**config.mk**
```make
export PLATFORM = sky130hd
export DESIGN_NAME = fir_sym_avg
export DESIGN_NICKNAME = d
export VERILOG_FILES = /design/src/rtl/fir_avg_pkg.sv /design/src/rtl/fir_tap_line.sv /design/src/rtl/fir_fold_mac.sv /design/src/rtl/fir_block_avg.sv /design/src/rtl/fir_sym_avg.sv
export SDC_FILE = /design/constraint.sdc
export NUM_CORES = 1
export LEC_CHECK = 0
export BUFFER_PORTS_ARGS = -buffer_cell sky130_fd_sc_hd__buf_2
export CORE_MARGIN = 4
export CORE_UTILIZATION = 60
export DETAILED_ROUTE_END_ITERATION = 7
export MAX_ROUTING_LAYER = met4
export PLACE_DENSITY = 0.72
export SLEW_MARGIN = 40
export SYNTH_ARGS = -nofsm -noshare
export SYNTH_HDL_FRONTEND = slang
export SYNTH_SLANG_ARGS = --single-unit
```
**constraint.sdc**
```tcl
create_clock -name clk -period 15.75 [get_ports clk]
set_input_delay 0.7875 -clock clk [delete_from_list [all_inputs] [get_ports clk]]
set_output_delay 0.7875 -clock clk [all_outputs]
set_load 0.005 [all_outputs]
```
**src/rtl/fir_avg_pkg.sv**
```systemverilog
package fir_avg_pkg;

  // Coefficient set is tied to the tap count and scaling below.
  localparam int TAPS      = 17;
  localparam int FOLDS     = (TAPS + 1) / 2;
  localparam int CENTRE    = TAPS / 2;
  localparam int COEF_W    = 12;
  localparam int COEF_FRAC = 12;   // coefficients sum to 2**COEF_FRAC

  // Coefficient of fold j, which serves taps j and TAPS-1-j.
  // Fold CENTRE is the unpaired middle tap.
  function automatic logic signed [COEF_W-1:0] fold_coef(input int j);
    case (j)
      0:       return COEF_W'(0);
      1:       return -COEF_W'(15);
      2:       return -COEF_W'(47);
      3:       return -COEF_W'(67);
      4:       return COEF_W'(0);
      5:       return COEF_W'(219);
      6:       return COEF_W'(562);
      7:       return COEF_W'(886);
      8:       return COEF_W'(1020);
      default: return COEF_W'(0);
    endcase
  endfunction

  // Accumulator width: pair sum (sample + 1 bit), sign, coefficient,
  // growth over FOLDS products, plus one guard bit.
  function automatic int acc_width(input int sample_w);
    return sample_w + 2 + COEF_W + $clog2(FOLDS) + 1;
  endfunction

endpackage

```
**src/rtl/fir_tap_line.sv**
```systemverilog
module fir_tap_line
  import fir_avg_pkg::*;
#(
  parameter int SAMPLE_W = 12,
  parameter int NTAPS    = TAPS
) (
  input  logic                             clk,
  input  logic                             rst_n,
  input  logic                             in_valid,
  input  logic [SAMPLE_W-1:0]              in_sample,
  output logic [NTAPS-1:0][SAMPLE_W-1:0]   taps,
  output logic                             start,
  output logic                             fill_done
);

  localparam int CNT_W = $clog2(NTAPS + 1);
  localparam logic [CNT_W-1:0] FULL_CNT = CNT_W'(NTAPS);
  localparam logic [CNT_W-1:0] LAST_FILL = CNT_W'(NTAPS - 1);

  logic [CNT_W-1:0] fill_cnt;
  logic             window_ready;   // this sample completes or extends a full window

  assign window_ready = in_valid && (fill_cnt >= LAST_FILL);
  assign fill_done    = (fill_cnt == FULL_CNT);

  // Shift register: tap 0 holds the newest sample.
  always_ff @(posedge clk) begin
    if (!rst_n) begin
      taps <= '0;
    end else if (in_valid) begin
      for (int t = NTAPS - 1; t > 0; t--) begin
        taps[t] <= taps[t-1];
      end
      taps[0] <= in_sample;
    end
  end

  // Fill counter saturates once the line is full.
  always_ff @(posedge clk) begin
    if (!rst_n) begin
      fill_cnt <= '0;
      start    <= 1'b0;
    end else begin
      start <= window_ready;
      if (in_valid && !fill_done) begin
        fill_cnt <= fill_cnt + 1'b1;
      end
    end
  end

  // newest tap holds the accepted sample one clock later
  assert_tap_capture_R3: assert property (@(posedge clk) disable iff (!rst_n)
    in_valid |=> (taps[0] == $past(in_sample)));

  // a convolution is only launched on a full window
  assert_start_needs_fill_R2: assert property (@(posedge clk) disable iff (!rst_n)
    start |-> fill_done);

endmodule

```
**src/rtl/fir_fold_mac.sv**
```systemverilog
module fir_fold_mac
  import fir_avg_pkg::*;
#(
  parameter int SAMPLE_W = 12,
  parameter int NTAPS    = TAPS,
  parameter int ACC_W    = acc_width(SAMPLE_W)
) (
  input  logic                             clk,
  input  logic                             rst_n,
  input  logic                             start,
  input  logic [NTAPS-1:0][SAMPLE_W-1:0]   taps,
  output logic                             busy,
  output logic                             fir_valid,
  output logic signed [ACC_W-1:0]          fir_acc
);

  localparam int NFOLD  = (NTAPS + 1) / 2;
  localparam int MID    = NTAPS / 2;
  localparam int IDX_W  = $clog2(NFOLD);
  localparam int PAIR_W = SAMPLE_W + 1;
  localparam int PROD_W = PAIR_W + 1 + COEF_W;
  localparam logic [IDX_W-1:0] LAST_IDX = IDX_W'(NFOLD - 1);

  logic [NFOLD-1:0][PAIR_W-1:0] pair_sum;
  logic [NFOLD-1:0][COEF_W-1:0] coef_v;
  logic [IDX_W-1:0]             idx;
  logic [PAIR_W-1:0]            sel_pair;
  logic signed [COEF_W-1:0]     sel_coef;
  logic signed [PROD_W-1:0]     prod;
  logic signed [ACC_W:0]        acc_wide;
  logic signed [ACC_W-1:0]      acc;
  logic signed [ACC_W-1:0]      acc_next;
  logic                         last_step;

  // Pre-adders: mirrored taps summed, centre tap passed alone.
  for (genvar g = 0; g < NFOLD; g++) begin : g_fold
    if (g == MID) begin : g_centre
      assign pair_sum[g] = {1'b0, taps[g]};
    end else begin : g_pair
      assign pair_sum[g] = {1'b0, taps[g]} + {1'b0, taps[NTAPS-1-g]};
    end
    assign coef_v[g] = fold_coef(g);
  end

  // Operand select for the shared multiplier.
  always_comb begin
    sel_pair = '0;
    sel_coef = '0;
    for (int j = 0; j < NFOLD; j++) begin
      if (idx == IDX_W'(j)) begin
        sel_pair = pair_sum[j];
        sel_coef = coef_v[j];
      end
    end
  end

  assign prod      = $signed({1'b0, sel_pair}) * sel_coef;
  assign acc_wide  = (ACC_W+1)'(acc) + (ACC_W+1)'(prod);
  assign acc_next  = acc_wide[ACC_W-1:0];
  assign last_step = busy && (idx == LAST_IDX);

  always_ff @(posedge clk) begin
    if (!rst_n) begin
      busy      <= 1'b0;
      idx       <= '0;
      acc       <= '0;
      fir_valid <= 1'b0;
      fir_acc   <= '0;
    end else begin
      fir_valid <= 1'b0;
      if (start) begin
        busy <= 1'b1;
        idx  <= '0;
        acc  <= '0;
      end else if (busy) begin
        acc <= acc_next;
        if (last_step) begin
          busy      <= 1'b0;
          fir_valid <= 1'b1;
          fir_acc   <= acc_next;
        end else begin
          idx <= idx + 1'b1;
        end
      end
    end
  end

  // accumulator never overflows its width
  assert_no_overflow_R3: assert property (@(posedge clk) disable iff (!rst_n)
    busy |-> (acc_wide[ACC_W] == acc_wide[ACC_W-1]));

  // a new convolution never starts on top of a running one
  assert_no_restart_R6: assert property (@(posedge clk) disable iff (!rst_n)
    start |-> !busy);

  // the final product yields a filter output on the next clock
  assert_fir_after_last_R6: assert property (@(posedge clk) disable iff (!rst_n)
    last_step |=> (fir_valid && !busy));

  // filter output strobe is a single clock
  assert_fir_pulse_R6: assert property (@(posedge clk) disable iff (!rst_n)
    fir_valid |=> !fir_valid);

endmodule

```
**src/rtl/fir_block_avg.sv**
```systemverilog
module fir_block_avg #(
  parameter int ACC_W    = 30,
  parameter int OUT_W    = 12,
  parameter int AVG_LOG2 = 3,
  parameter int FRAC     = 12
) (
  input  logic                    clk,
  input  logic                    rst_n,
  input  logic                    fir_valid,
  input  logic signed [ACC_W-1:0] fir_acc,
  output logic                    out_valid,
  output logic [OUT_W-1:0]        out_data
);

  localparam int SUM_W = ACC_W + AVG_LOG2;
  localparam int SHIFT = FRAC + AVG_LOG2;
  localparam logic [AVG_LOG2-1:0] GROUP_END = '1;

  logic signed [SUM_W-1:0] sum;
  logic signed [SUM_W-1:0] sum_next;
  logic [AVG_LOG2-1:0]     cnt;
  logic                    group_close;

  // Floor-divide the group sum and limit it to the output range.
  function automatic logic [OUT_W-1:0] scale_limit(input logic signed [SUM_W-1:0] s);
    logic signed [SUM_W-1:0] q;
    q = s >>> SHIFT;
    if (q[SUM_W-1]) begin
      return '0;
    end else if (|q[SUM_W-2:OUT_W]) begin
      return '1;
    end else begin
      return q[OUT_W-1:0];
    end
  endfunction

  assign sum_next    = sum + SUM_W'(fir_acc);
  assign group_close = fir_valid && (cnt == GROUP_END);

  always_ff @(posedge clk) begin
    if (!rst_n) begin
      sum       <= '0;
      cnt       <= '0;
      out_valid <= 1'b0;
      out_data  <= '0;
    end else begin
      out_valid <= 1'b0;
      if (group_close) begin
        out_data  <= scale_limit(sum_next);
        out_valid <= 1'b1;
        sum       <= '0;
        cnt       <= '0;
      end else if (fir_valid) begin
        sum <= sum_next;
        cnt <= cnt + 1'b1;
      end
    end
  end

  // result strobe is a single clock
  assert_out_pulse_R6: assert property (@(posedge clk) disable iff (!rst_n)
    out_valid |=> !out_valid);

  // every result is triggered by a filter output one clock earlier
  assert_out_follows_fir_R7: assert property (@(posedge clk) disable iff (!rst_n)
    out_valid |-> $past(fir_valid));

endmodule

```
**src/rtl/fir_sym_avg.sv**
```systemverilog
module fir_sym_avg
  import fir_avg_pkg::*;
#(
  parameter int SAMPLE_W = 12,
  parameter int AVG_LOG2 = 3
) (
  input  logic                clk,
  input  logic                rst_n,
  input  logic                sample_valid,
  input  logic [SAMPLE_W-1:0] sample_data,
  output logic                result_valid,
  output logic [SAMPLE_W-1:0] result_data
);

  localparam int ACC_W = acc_width(SAMPLE_W);

  logic [TAPS-1:0][SAMPLE_W-1:0] taps;
  logic                          mac_start;
  logic                          fill_done;
  logic                          mac_busy;
  logic                          fir_valid;
  logic signed [ACC_W-1:0]       fir_acc;

  fir_tap_line #(
    .SAMPLE_W (SAMPLE_W),
    .NTAPS    (TAPS)
  ) u_line (
    .clk       (clk),
    .rst_n     (rst_n),
    .in_valid  (sample_valid),
    .in_sample (sample_data),
    .taps      (taps),
    .start     (mac_start),
    .fill_done (fill_done)
  );

  fir_fold_mac #(
    .SAMPLE_W (SAMPLE_W),
    .NTAPS    (TAPS),
    .ACC_W    (ACC_W)
  ) u_mac (
    .clk       (clk),
    .rst_n     (rst_n),
    .start     (mac_start),
    .taps      (taps),
    .busy      (mac_busy),
    .fir_valid (fir_valid),
    .fir_acc   (fir_acc)
  );

  fir_block_avg #(
    .ACC_W    (ACC_W),
    .OUT_W    (SAMPLE_W),
    .AVG_LOG2 (AVG_LOG2),
    .FRAC     (COEF_FRAC)
  ) u_avg (
    .clk       (clk),
    .rst_n     (rst_n),
    .fir_valid (fir_valid),
    .fir_acc   (fir_acc),
    .out_valid (result_valid),
    .out_data  (result_data)
  );

  // samples must not arrive while a convolution is pending or running
  assert_sample_spacing_R6: assert property (@(posedge clk) disable iff (!rst_n)
    sample_valid |-> (!mac_busy && !mac_start));

  // results only exist once the delay line has filled
  assert_result_needs_fill_R2: assert property (@(posedge clk) disable iff (!rst_n)
    result_valid |-> fill_done);

endmodule

```
==> qor_table.md, run 1 <==
| Group | Metric | Reported |
|:---|:---|:---|
| worst setup path | Worst Path Required | 16.17 ns |
| floorplanning | Die Height | 214 um |
| logic synthesis | EDFF count, synth | 0 |
| logic synthesis | Avg Inst Size Synth | 9.04 um^2 |
| sta | Unrepaired setup endpoints after global routing | false |
| worst hold path | Min-Delay Endpoint | u_avg.out_data[5] |
| worst setup path | Top fanout value on the critical path | 8 |
| cts | Clock tree from TritonCTS | built |
| sta | Number of failing setup endpoints in the final timing report | 0 |
| worst setup path | Reg-to-reg critical path endpoint | u_mac.fir_acc[26] |
| power and ir drop | Leakage | 12.8 nW |
| cts | Maximum number of buffers from clock root to sink | 3 |
| grt | Total global routing overflow | 0 |
| sta | Slew of the pin with the lowest slew margin | 0.876 ns |
| layout | Area added between synthesis and finish | 7.20% |
| grt | Global-route wire length before repair | 109000 um |
| drt | First drt pass iteration count | 6 |
| sta | Max Transition Viols Final | 0 |
| worst setup path | Startpoint types | flop |
| place | GPL Wtd Cong | 0.954 |
| worst setup path | CP peak stage delay | 0.71 ns |
| grt | Initial antenna violation count | 0 |
| place | Count of placed standard cells including taps | 3271 |
| worst setup path | R2r startpoint | u_line.taps[1] |
| drt | Overall via count from detail_route | 20100 |
| grt | Total Routing Usage GR | 0.306 |
| layout | Layout Cells excl Fill | 3336 |
| status | Run status | finished, final reports clean |
| cts | Inserted Clock Buffers | 37 |
| cts | Number of buffers inserted by hold repair at cts | 0 |
| layout | Fillers | 3578 |
| worst setup path | Kind of capture point of the worst setup path | flop |
| drt | Post-route DRC violation count | 0 |
| drt | Post-Route WL | 67700 um |
| logic synthesis | Area share of the largest cell type after synthesis | 0.259 |
| drt | Detailed-route wire length per cell | 20.3 um |
| drt | Routed Antenna Nets | 0 |
| sta | Worst rel slew slack | 0.415 |
| sta | Setup_tns | 0 ns |
| worst hold path | Start point of the worst min-delay path | u_avg.out_data[5] |
| worst setup path | Buffer and inverter count on the worst path | 2 |
| floorplanning | # IOs | 28 |
| cts | H-tree depth | 2 |
| job | Count of maximum capacitance violations | 0 |
| layout | Multi-input logic area | 17700 um^2 |
| worst setup path | Family of cells with the greatest summed delay on the critical path | compound AO/OA/AOI/OAI gates |
| logic synthesis | Most used standard cell by instance count after synthesis | dfxtp_1 |
| grt | Maximum number of pins on one net before global-route repair | 110 |
| sta | Share of the clock period used by the worst path after layout | 0.580 |
| drt | Post-detailed-route via-to-cell ratio | 6.03 |
| logic synthesis | Sequential share of the synthesized area | 0.259 |
| logic synthesis | Number of synthesis warnings | 0 |
| floorplanning | Standard cell core area | 41900 um^2 |
| floorplanning | Die area | 45600 um^2 |
| worst hold path | Path class of the lowest-slack min-delay path | reg -> reg |
| worst setup path | Data arrival, critical path | 9.55 ns |
| floorplanning | Count of standard-cell rows | 75 |
| cts | Clock-pin slew on the worst setup and hold paths | 0.06 ns |
| layout | Final core utilization | 0.649 |
| layout | Nets | 3171 |
| worst setup path | Slowest stage cell on the critical path | a2111oi_0 |
| sta | Fmax | 109 MHz |
| worst setup path | Worst r2r path cells | 26 |
| logic synthesis | Top cells by instance count after synthesis | 328 x dfxtp_1, 262 x mux2i_1, 242 x ha_1 |
| drt | Initial detailed-routing violation count | 1247 |
| cts | Clk sinks | 328 |
| sta | Post-Route Hold Slack | 0.449 ns |
| logic synthesis | Commonest register cell after synthesis | dfxtp_1 |
| cts | Post-cts sizing count | 0 |
| sta | Max Clock Skew | 0.0372 ns |
| cts | Insertion delay of the later-clocked pin in the worst-skew pair | 0.57 ns |
| floorplanning | X dimension of the die | 214 um |
| worst hold path | Cell depth of the worst hold path | 2 |
| logic synthesis | Number of unique standard cell types used by synthesis | 86 |
| place | Half-perimeter wire length after placement | 52800 um |
| logic synthesis | Cell taking the most area after synthesis | dfxtp_1 |
| grt | Number of global-route vias before repair | 20000 |
| logic synthesis | Number of instances in the synthesized netlist | 2803 |
| logic synthesis | FFs w/ async S/R, synth | 0 |
| power and ir drop | Maximum VDD drop | 0.0000982 V |
| worst setup path | Worst setup path category | reg -> reg |
| worst setup path | Slack of the worst reg-to-reg path | 6.61 ns |
| sta | Final period demand of the worst path | 9.14 ns |
| place | # port buffers | 27 |
| logic synthesis | Synthesized flop and latch total | 328 |
| cts | Number of buffers added for setup after CTS | 0 |
| worst setup path | Cell repeated most along the worst path | fa_1 |
| cts | Clock Root Buffer | clkbuf_16 |
| floorplanning | Effective utilization at floorplan | 0.606 |
| logic synthesis | Post-Syn Nets | 3203 |
| layout | Share of layout cells above drive strength 1 | 0.0515 |
| logic synthesis | Main area contributors after synthesis | dfxtp_1 26%, ha_1 12%, fa_1 11%, mux2i_1 10%, nor2b_1 5.4% |
| logic synthesis | Cell Area, Synth | 25300 um^2 |
| power and ir drop | Power per unit of standard cell area | 67.2 nW/um^2 |
| layout | Number of antenna diodes | 0 |
| layout | Sequential standard cell area | 6570 um^2 |
| sta | Number of hold violations in the final report | 0 |
==> kinds of logic (layout without fill, tap and decap cells) <==
kind of cell / count (synthesis) / count (layout) / synth area share
xor gates and xnor gates: 121 / 121 / 0.0424
muxes: 262 / 262 / 0.103
AOI/OAI and AO/OA: 551 / 551 / 0.147
and+or+nand+nor: 872 / 872 / 0.173
adders and majority gates: 385 / 385 / 0.232
DFF: 328 / 328 / 0.259
buffers and inverters: 284 / 278 / 0.0428
==> registers in the layout, indices dropped and copies added, names as in the netlist <==
register	count
u_line.taps	204
u_avg.sum	34
u_mac.acc	31
u_mac.fir_acc	31
u_avg.out_data	12
u_line.fill_cnt	5
u_mac.idx	4
u_avg.cnt	3
u_avg.out_valid	1
u_line.start	1
u_mac.busy	1
u_mac.fir_valid	1
==> per-stage QoR <==
step / total power, W / setup WS, ns / cell area (um^2)
3_3_place_gp: 0.000939 / 6.80 / 25900
2_1_floorplan: 0.000919 / 7.73 / 25300
6_report: 0.00182 / 6.61 / 27200
3_5_place_dp: 0.000941 / 6.75 / 25900
4_1_cts: 0.00184 / 6.72 / 27200
5_1_grt: 0.00189 / 6.15 / 27200
==> worst reg2reg max path, stage by stage, from the launching register on <==
cell	delay, ns
dfxtp_1	0.41
ha_1	0.28
a211oi_1	0.29
o21bai_1	0.15
a2111oi_0	0.71
nor3_1	0.10
o211ai_1	0.22
a21boi_0	0.15
a2111oi_2	0.61
o311a_1	0.48
nor2_1	0.13
fa_1	0.55
inv_1	0.05
fa_1	0.50
inv_1	0.05
fa_1	0.52
fa_1	0.45
fa_1	0.54
fa_1	0.50
ha_1	0.25
or4_1	0.52
o22a_1	0.22
a311o_1	0.45
a221o_1	0.36
a21oi_1	0.18
xor2_1	0.21
o21ai_0	0.11
==> placed cells by master, fill, tap and decap left out, drive strengths merged, types with 17 or more instances in the layout <==
master	count
buf	47
and2	34
inv	168
nor2	216
nor2b	217
nand2b	30
a21boi	27
o22ai	19
nand3	35
nor3	44
xor2	43
fa	143
nand2	216
a211oi	36
dfxtp	328
o21a	31
a21o	51
clkbuf	49
xnor2	77
a21oi	119
mux2i	262
ha	242
and3	17
a31oi	17
o21ai	108
==> layer usage <==
metal / part of all wire / up-vias / track usage
met2: 0.46 / 568 / 0.486
li1: - / 9686 / -
met4: 0.036 / 0 / 0.104
met5: 0 / - / -
met3: 0.050 / 134 / 0.0405
met1: 0.45 / 9740 / 0.406
==> power by group <==
part / switching, W / total [W] / internal, W
Clock: 0.000359 / 0.000901 / 0.000542
Combinational: 0.0000493 / 0.0000848 / 0.0000354
Sequential: 0.00000494 / 0.000839 / 0.000834
Total: 0.000413 / 0.00182 / 0.00141
==> how the worst max path moves through the flow <==
| stage | startpoint | end | cells past startpoint |
|---|---|---|---|
| global placement | u_mac.idx[1] | u_mac.acc[26] | 25 |
| global route | u_line.taps[1] | u_mac.acc[26] | 26 |
| CTS | u_mac.idx[1] | u_mac.fir_acc[26] | 26 |
| detailed placement | u_mac.idx[1] | u_mac.fir_acc[26] | 26 |
| finish | u_line.taps[1] | u_mac.fir_acc[26] | 26 |
| floorplan | u_mac.idx[1] | u_mac.acc[26] | 26 |
==> area by class of cell <==
| type | count | area share |
|---|---|---|
| tap | 539 | 0.0248 |
| timing repair buffer | 47 | 0.0120 |
| clock buffer | 49 | 0.0376 |
| multi-input combinational | 2191 | 0.652 |
| inverter | 166 | 0.0229 |
| clock inverter | 16 | 0.00898 |
| sequential | 328 | 0.242 |
No activity file was read; power rests on OpenSTA's default activity.
==> inputs of run 2 (changes only) <==
- ABC_AREA: unset -> 1
- clock period: 15.75 -> 8.8 ns (I/O delays scaled with it)
==> run 2 against run 1 <==
Synthesized cell count up 24%. Sequential share of layout area increased by 0.077 points. Global-route usage rose by 3.5 points. Largest cell class unchanged. Non-clock buffer count increased by 7. Worst hold slack lost 0.34 ns. Critical path depth increased by 15. Clock power increased by 100%. First-iteration DRC count is 57% higher. Power rose by 110%. Core utilization is 1.1 points higher. Combinational power grew to 5.3 times the previous value. Final area is 0.34% lower.
==> qor_table.md, run 2 <==
| Group | Metric | Reported | Change |
|:---|:---|:---|:---|
| worst hold path | Path class of the lowest-slack min-delay path | in -> reg |  |
| cts | Clock-pin slew on the worst setup and hold paths | 0.06 ns | about the same |
| floorplanning | Effective utilization at floorplan | 0.611 | +0.00493 |
| place | Post-DP Area | 25600 um^2 | -1.4% |
| sta | Share of the clock period used by the worst path after layout | 0.943 | +0.363 |
| place | # port buffers | 27 | unchanged |
| power and ir drop | Power per unit of standard cell area | 144 nW/um^2 | +110% |
| worst setup path | Worst Path Required | 9.25 ns | -6.92 ns |
| drt | First drt pass iteration count | 6 | unchanged |
| worst setup path | Family of cells with the greatest summed delay on the critical path | adder cells |  |
| logic synthesis | EDFF count, synth | 0 | unchanged |
| grt | Total Routing Usage GR | 0.341 | +0.0354 |
| grt | Met2 Use GR | 0.551 | +0.0651 |
| worst setup path | Slack of the worst reg-to-reg path | 0.50 ns | -6.11 ns |
| logic synthesis | Number of instances in the synthesized netlist | 3485 | +24% |
| sta | Worst rel slew slack | 0.439 | +0.0235 |
| floorplanning | # IOs | 28 | unchanged |
| logic synthesis | Number of synthesis warnings | 0 | unchanged |
| sta | Fmax | 121 MHz | +10% |
| drt | Routed Antenna Nets | 0 | unchanged |
| place | Count of placed standard cells including taps | 3944 | +21% |
| logic synthesis | Fraction of synthesized area in multiplexers | 0 | -0.103 |
| worst setup path | Reg-to-reg critical path endpoint | u_mac.acc[24] |  |
| cts | Inserted Clock Buffers | 40 | +8.1% |
| drt | Post-route DRC violation count | 0 | unchanged |
| grt | Global-route wire length before repair | 120000 um | +10% |
| logic synthesis | Combinational family with the most area after synthesis | adder cells |  |
| power and ir drop | Leakage | 14.0 nW | +10% |
| grt | Met1 capacity usage during global routing | 0.436 | +0.0298 |
| worst hold path | Start point of the worst min-delay path | sample_data[10] |  |
| layout | Share of layout cells above drive strength 1 | 0.0531 | +0.00159 |
| layout | Largest reg by FF count | u_line.taps |  |
| sta | Number of failing setup endpoints in the final timing report | 0 | unchanged |
| logic synthesis | Top cells by instance count after synthesis | 652 x nor2_1, 540 x nand2_1, 434 x inv_1 |  |
| grt | GRT busiest layer | met2 |  |
| grt | Total global routing overflow | 0 | unchanged |
| layout | Number of antenna diodes | 0 | unchanged |
| worst hold path | Min-Delay Endpoint | u_line.taps[10] |  |
| job | Count of maximum capacitance violations | 0 | unchanged |
| drt | Detailed-route wire length per cell | 18.6 um | -8.1% |
| cts | Clk sinks | 328 | unchanged |
| cts | Clock Root Buffer | clkbuf_16 |  |
| drt | Post-detailed-route via-to-cell ratio | 5.74 | -4.9% |
| logic synthesis | Avg Inst Size Synth | 7.19 um^2 | -21% |
| place | GPL Wtd Cong | 1.01 | +5.8% |
| layout | Area added between synthesis and finish | 8.13% |  |
| logic synthesis | Compound-Gate Fraction of Synth Area | 0.156 | +0.00913 |
| logic synthesis | Adder and majority cell fraction of the synthesized area | 0.235 | +0.00282 |
| logic synthesis | Number of unique standard cell types used by synthesis | 58 | -33% |
| worst setup path | Cell repeated most along the worst path | nand2_1 |  |
| drt | Overall via count from detail_route | 23100 | +15% |
| worst setup path | Stages on worst setup path | 41 | +58% |
| layout | Biggest registers after layout | u_line.taps: 204 flops, u_avg.sum: 34 flops |  |
| layout | Design area | 27100 um^2 | -0.34% |
| worst setup path | Worst r2r path cells | 41 | +58% |
| logic synthesis | Xor and xnor fraction of the mapped netlist area | 0.0314 | -0.0109 |
| cts | Insertion delay of the later-clocked pin in the worst-skew pair | 0.57 ns | about the same |
| grt | Number of global-route vias before repair | 22500 | +12% |
| cts | Clock tree from TritonCTS | built |  |
| drt | Initial detailed-routing violation count | 1954 | +57% |
| layout | Nets | 3856 | +22% |
| worst setup path | R2r startpoint | u_line.taps[12] |  |
| logic synthesis | Area share of the largest cell type after synthesis | 0.262 | +0.00315 |
| sta | Setup_tns | 0 ns | unchanged |
| layout | Flip-flop count of the largest register, all copies and words added | 204 | unchanged |
| worst setup path | Startpoint types | flop |  |
| logic synthesis | Most used standard cell by instance count after synthesis | nor2_1 |  |
| logic synthesis | Cell Area, Synth | 25000 um^2 | -1.2% |
| sta | Final period demand of the worst path | 8.30 ns | -0.841 ns |
| sta | Unrepaired setup endpoints after global routing | false |  |
| logic synthesis | Sequential share of the synthesized area | 0.262 | +0.00315 |
| cts | Maximum number of buffers from clock root to sink | 3 | unchanged |
| logic synthesis | Post-Syn Nets | 3885 | +21% |
| worst hold path | Cell depth of the worst hold path | 3 | +1 |
| worst setup path | Kind of capture point of the worst setup path | flop |  |
| worst setup path | Buffer and inverter count on the worst path | 5 | +3 |
| cts | Number of buffers inserted by hold repair at cts | 0 | unchanged |
| sta | Max Clock Skew | 0.0248 ns | -0.0123 ns |
| worst setup path | Top fanout value on the critical path | 10 | +2 |
| worst setup path | Data arrival, critical path | 8.75 ns | -0.80 ns |
| cts | H-tree depth | 2 | unchanged |
| sta | Number of hold violations in the final report | 0 | unchanged |
| floorplanning | Die Height | 212 um | -0.58% |
| layout | Highest-count cells in the layout ignoring fill and taps | 652 x nor2_1, 540 x nand2_1, 432 x inv_1 |  |
| status | Run status | finished, final reports clean |  |
| logic synthesis | FFs w/ async S/R, synth | 0 | unchanged |
| worst setup path | Worst setup path category | reg -> reg |  |
| floorplanning | Standard cell core area | 41000 um^2 | -2.0% |
| power and ir drop | Total design power | 0.00389 W | +110% |
| grt | Initial antenna violation count | 0 | unchanged |
| cts | Post-cts sizing count | 0 | unchanged |
| floorplanning | X dimension of the die | 212 um | -0.58% |
| cts | Number of buffers added for setup after CTS | 0 | unchanged |
| drt | Post-Route WL | 74900 um | +11% |
| layout | Leading cell type in the layout, fill and taps excluded | nor2_1 |  |
| layout | Layout Cells excl Fill | 4018 | +20% |
| logic synthesis | Synthesized-area fraction occupied by and/or/nand/nor cells | 0.229 | +0.0557 |
| logic synthesis | Synthesized flop and latch total | 328 | unchanged |
| sta | Post-Route Hold Slack | 0.106 ns | -0.342 ns |
| logic synthesis | Commonest register cell after synthesis | dfxtp_1 |  |
| floorplanning | Count of standard-cell rows | 74 | -1.3% |
| power and ir drop | Maximum VDD drop | 0.000183 V | +86% |
| grt | Maximum number of pins on one net before global-route repair | 129 | +17% |
| logic synthesis | Main area contributors after synthesis | dfxtp_1 26%, ha_1 12%, fa_1 11%, nor2_1 9.8%, nand2_1 8.1% |  |
| floorplanning | Die area | 45100 um^2 | -1.2% |
| worst setup path | Slowest stage cell on the critical path | fa_1 |  |
| sta | Slew of the pin with the lowest slew margin | 0.837 ns | -0.0399 ns |
| logic synthesis | Cell taking the most area after synthesis | dfxtp_1 |  |
| worst setup path | CP peak stage delay | 0.51 ns | -0.20 ns |
| grt | Grt met3 use | 0.0469 | +0.00640 |
| sta | Max Transition Viols Final | 0 | unchanged |
| place | Half-perimeter wire length after placement | 57800 um | +9.3% |
-- run 2: layout make-up --
type / instances / area [um^2]
Clock buffer: 52 / 1160
Clock inverter: 20 / 310
Fill cell: 3683 / 13900
Inverter: 444 / 1680
Multi-Input combinational cell: 2588 / 16300
Sequential cell: 328 / 6570
Tap cell: 532 / 666
Timing Repair Buffer: 54 / 379
-- run 2: worst min-delay path: cells and delay by family --
family,cells,cell delay [ns]
buf+inv,1,0.08
simple gates,2,0.12
-- run 2: worst max path at each step --
stage / from / to / slack (ns)
2_1_floorplan: u_line.taps[0] / u_mac.acc[28] / 1.72
3_3_place_gp: u_mac.idx[0] / u_mac.fir_acc[28] / 0.78
3_5_place_dp: u_line.taps[0] / u_mac.acc[24] / 0.63
4_1_cts: u_line.taps[0] / u_mac.acc[24] / 0.60
5_1_grt: u_line.taps[12] / u_mac.acc[26] / 0.04
6_report: u_line.taps[12] / u_mac.acc[24] / 0.50
-- run 2: power breakdown --
part	total (W)	switching [W]	internal, W
Combinational	0.000446	0.000302	0.000144
Clock	0.00183	0.000694	0.00114
Sequential	0.00161	0.0000617	0.00155
Total	0.00389	0.00106	0.00283
-- run 2: per-stage QoR --
| stage | utilization | setup WS [ns] |
|---|---|---|
| finish | 0.660 | 0.505 |
| global route | 0.660 | 0.0378 |
| CTS | 0.659 | 0.603 |
| detailed placement | 0.623 | 0.627 |
| global placement | 0.623 | 0.780 |
| floorplan | - | 1.72 |
-- run 2: kinds of logic (layout without fill, tap and decap cells) --
| kind of cell | after synthesis | after routing |
|---|---|---|
| AO/OA/AOI/OAI | 700 | 700 |
| XOR/XNOR | 89 | 89 |
| adder cells (fa/ha/maj) | 385 | 385 |
| buffers and inverters | 569 | 570 |
| flip-flops | 328 | 328 |
| AND/OR/NAND/NOR | 1414 | 1414 |
-- run 2: per-layer routing --
layer  share of wire  routed length (um)
met1            0.43               32000
met3           0.061                4570
met2            0.47               35000
met4           0.045                3340
met5               0                   0
==> inputs of run 3 (changes only) <==
- SYNTH_HIERARCHICAL: unset -> 1
==> run 3 against run 2 <==
Die area grew 3.8%. Clock skew grew 0.0038 ns. Power shrank 6.5%. Sequential share of layout area shrank 0.52 points. Combinational power is essentially flat. Cell count grew 5.9%. Via count grew 1.3%. Core utilization shrank 1.6 points. Worst setup slack gained 0.20 ns. Final area grew 2.2%.
==> qor_table.md, run 3 <==
| Group | Metric | Reported | Change |
|:---|:---|:---|:---|
| grt | Maximum number of pins on one net before global-route repair | 129 | unchanged |
| layout | Nets | 4043 | +4.8% |
| drt | First drt pass iteration count | 6 | unchanged |
| worst setup path | CP peak stage delay | 0.54 ns | +0.03 ns |
| power and ir drop | Maximum VDD drop | 0.000145 V | -21% |
| layout | Number of antenna diodes | 0 | unchanged |
| layout | Final core utilization | 0.644 | -0.0165 |
| power and ir drop | Power per unit of standard cell area | 131 nW/um^2 | -8.5% |
| cts | Number of buffers added for setup after CTS | 0 | unchanged |
| grt | Global-route wire length before repair | 118000 um | -2.0% |
| sta | Setup_tns | 0 ns | unchanged |
| cts | Inserted Clock Buffers | 39 | -2.5% |
| worst setup path | Cell repeated most along the worst path | fa_1 |  |
| floorplanning | Effective utilization at floorplan | 0.606 | -0.00464 |
| cts | Clock tree from TritonCTS | built |  |
| layout | Highest-count cells in the layout ignoring fill and taps | 663 x nor2_1, 638 x nand2_1, 501 x inv_1 |  |
| layout | Fillers | 3981 | +8.1% |
| logic synthesis | Avg Inst Size Synth | 7.09 um^2 | -1.3% |
| power and ir drop | Switching portion of total power | 0.279 | +0.00673 |
| drt | Post-Route WL | 71400 um | -4.7% |
| layout | Multi-input logic area | 16800 um^2 | +2.9% |
| sta | Share of the clock period used by the worst path after layout | 0.920 | -0.0224 |
| sta | Max Clock Skew | 0.0287 ns | +0.00383 ns |
| cts | Maximum number of buffers from clock root to sink | 3 | unchanged |
| power and ir drop | Power share of the clock group | 0.437 | -0.035 |
| sta | Final period demand of the worst path | 8.10 ns | -0.197 ns |
| sta | Max Transition Viols Final | 0 | unchanged |
| sta | Smallest setup slack after layout | 0.702 ns | +0.197 ns |
| worst hold path | Path class of the lowest-slack min-delay path | in -> reg |  |
| layout | Biggest registers after layout | u_line/taps: 204 flops, u_avg/sum: 34 flops |  |
| floorplanning | Die Height | 216 um | +1.9% |
| layout | Sequential standard cell area | 6570 um^2 | unchanged |
| cts | Clock Root Buffer | clkbuf_16 |  |
| cts | Number of buffers inserted by hold repair at cts | 0 | unchanged |
| cts | Clk sinks | 328 | unchanged |
| drt | Post-detailed-route via-to-cell ratio | 5.49 | -4.3% |
| layout | Leading cell type in the layout, fill and taps excluded | nor2_1 |  |
| place | Half-perimeter wire length after placement | 54100 um | -6.3% |
| worst setup path | Worst r2r path cells | 37 | -9.8% |
| worst hold path | Cell depth of the worst hold path | 3 | unchanged |
| layout | Share of layout cells above drive strength 1 | 0.0703 | +0.0172 |
| drt | Detailed-route wire length per cell | 16.8 um | -10% |
| floorplanning | Die area | 46800 um^2 | +3.8% |
| logic synthesis | Number of instances in the synthesized netlist | 3673 | +5.4% |
| worst setup path | Kind of capture point of the worst setup path | flop |  |
| power and ir drop | Net switching power | 0.00101 W | -4.2% |
| layout | Flip-flop count of the largest register, all copies and words added | 204 | unchanged |
| cts | Clock-pin slew on the worst setup and hold paths | 0.06 ns | about the same |
| worst setup path | Worst Path Required | 9.25 ns | about the same |
| place | GPL Wtd Cong | 0.962 | -4.7% |
| sta | Fmax | 123 MHz | +2.4% |
| logic synthesis | Cell Area, Synth | 26000 um^2 | +4.0% |
| worst setup path | Slowest stage cell on the critical path | fa_1 |  |
| floorplanning | Standard cell core area | 43000 um^2 | +4.8% |
| sta | Slew of the pin with the lowest slew margin | 0.827 ns | -0.00930 ns |
| job | Count of maximum capacitance violations | 0 | unchanged |
| drt | Initial detailed-routing violation count | 2047 | +4.8% |
| floorplanning | Count of standard-cell rows | 76 | +2.7% |
| worst setup path | Startpoint types | flop |  |
| sta | Number of failing setup endpoints in the final timing report | 0 | unchanged |
| sta | Worst rel slew slack | 0.448 | +0.00964 |
| sta | Number of hold violations in the final report | 0 | unchanged |
| layout | Largest reg by FF count | u_line/taps |  |
| floorplanning | # IOs | 28 | unchanged |
| power and ir drop | Combinational power share | 0.122 | +0.007 |
| status | Run status | finished, final reports clean |  |
| place | Pre-CTS setup slack | 0.882 ns | +0.255 ns |
| place | # port buffers | 27 | unchanged |
| grt | Total Routing Usage GR | 0.314 | -0.0267 |
| power and ir drop | Cell-internal power | 0.00262 W | -7.4% |
| logic synthesis | Post-Syn Nets | 4073 | +4.8% |
| worst setup path | Top fanout value on the critical path | 8 | -2 |
| cts | Post-cts sizing count | 0 | unchanged |
| floorplanning | X dimension of the die | 216 um | +1.9% |
| cts | Insertion delay of the later-clocked pin in the worst-skew pair | 0.57 ns | about the same |
| sta | Unrepaired setup endpoints after global routing | false |  |
| grt | Number of global-route vias before repair | 22800 | +1.3% |
| grt | Total global routing overflow | 0 | unchanged |
| drt | Post-route DRC violation count | 0 | unchanged |
| power and ir drop | Relative contribution of sequential cells to total power | 0.441 | +0.027 |
| power and ir drop | Leakage | 14.6 nW | +4.2% |
| drt | Routed Antenna Nets | 0 | unchanged |
| cts | H-tree depth | 2 | unchanged |
| grt | Initial antenna violation count | 0 | unchanged |
| logic synthesis | Number of synthesis warnings | 6 | +6 |
| layout | Area added between synthesis and finish | 6.24% |  |
| worst setup path | Data arrival, critical path | 8.54 ns | -0.21 ns |
| drt | Overall via count from detail_route | 23400 | +1.3% |
| worst setup path | Worst setup path category | reg -> reg |  |
run 3: cell type report:
class | count | area share
well taps | 585 | 0.0265
clock inverters | 16 | 0.00611
multi-input cells | 2693 | 0.607
clock buffers | 51 | 0.0391
flip-flops and latches | 328 | 0.237
repair buffers | 49 | 0.0116
inverters | 532 | 0.0725
run 3: worst max-delay path: cells and delay by family, from the launching register on:
kind	cells	cell delay, ns
fa+ha+maj	9	3.80
flops	1	0.35
buf+inv	4	0.20
simple gates	19	2.95
compound gates	5	0.66
run 3: stage by stage:
step / power (W) / cells / hold WS, ns / area (um^2)
finish: 0.00363 / 4254 / 0.101 / 27700
global route: 0.00379 / 4254 / 0.0982 / 27700
CTS: 0.00366 / 4254 / 0.0779 / 27700
detailed placement: 0.00206 / 4187 / 0.436 / 26400
global placement: 0.00205 / 4187 / 0.436 / 26400
floorplan: 0.00194 / 3673 / 0.445 / 26000
run 3: power by group through the flow:
stage / logic, W / registers [W] / clock network [W]
after global routing: 0.000495 / 0.00161 / 0.00169
after global placement: 0.000419 / 0.00163 / 0
final: 0.000443 / 0.00160 / 0.00159
after floorplan: 0.000330 / 0.00161 / 0
after detailed placement: 0.000430 / 0.00163 / 0
after CTS: 0.000434 / 0.00160 / 0.00162
run 3: routing by layer:
metal	global-route usage	share of wire
met4	0.0877	0.027
met5	-	0
met1	0.435	0.47
met3	0.0451	0.069
met2	0.486	0.44
run 3: path summary, 6_finish.rpt:
check	startpoint	to	slack, ns
worst max-delay path	u_line/taps[180]	u_mac/acc[29]	0.70
worst min-delay path	sample_data[1]	u_line/taps[1]	0.10
worst max register to register	u_line/taps[180]	u_mac/acc[29]	0.70
worst min register to register	u_avg/out_data[3]	u_avg/out_data[3]	0.45
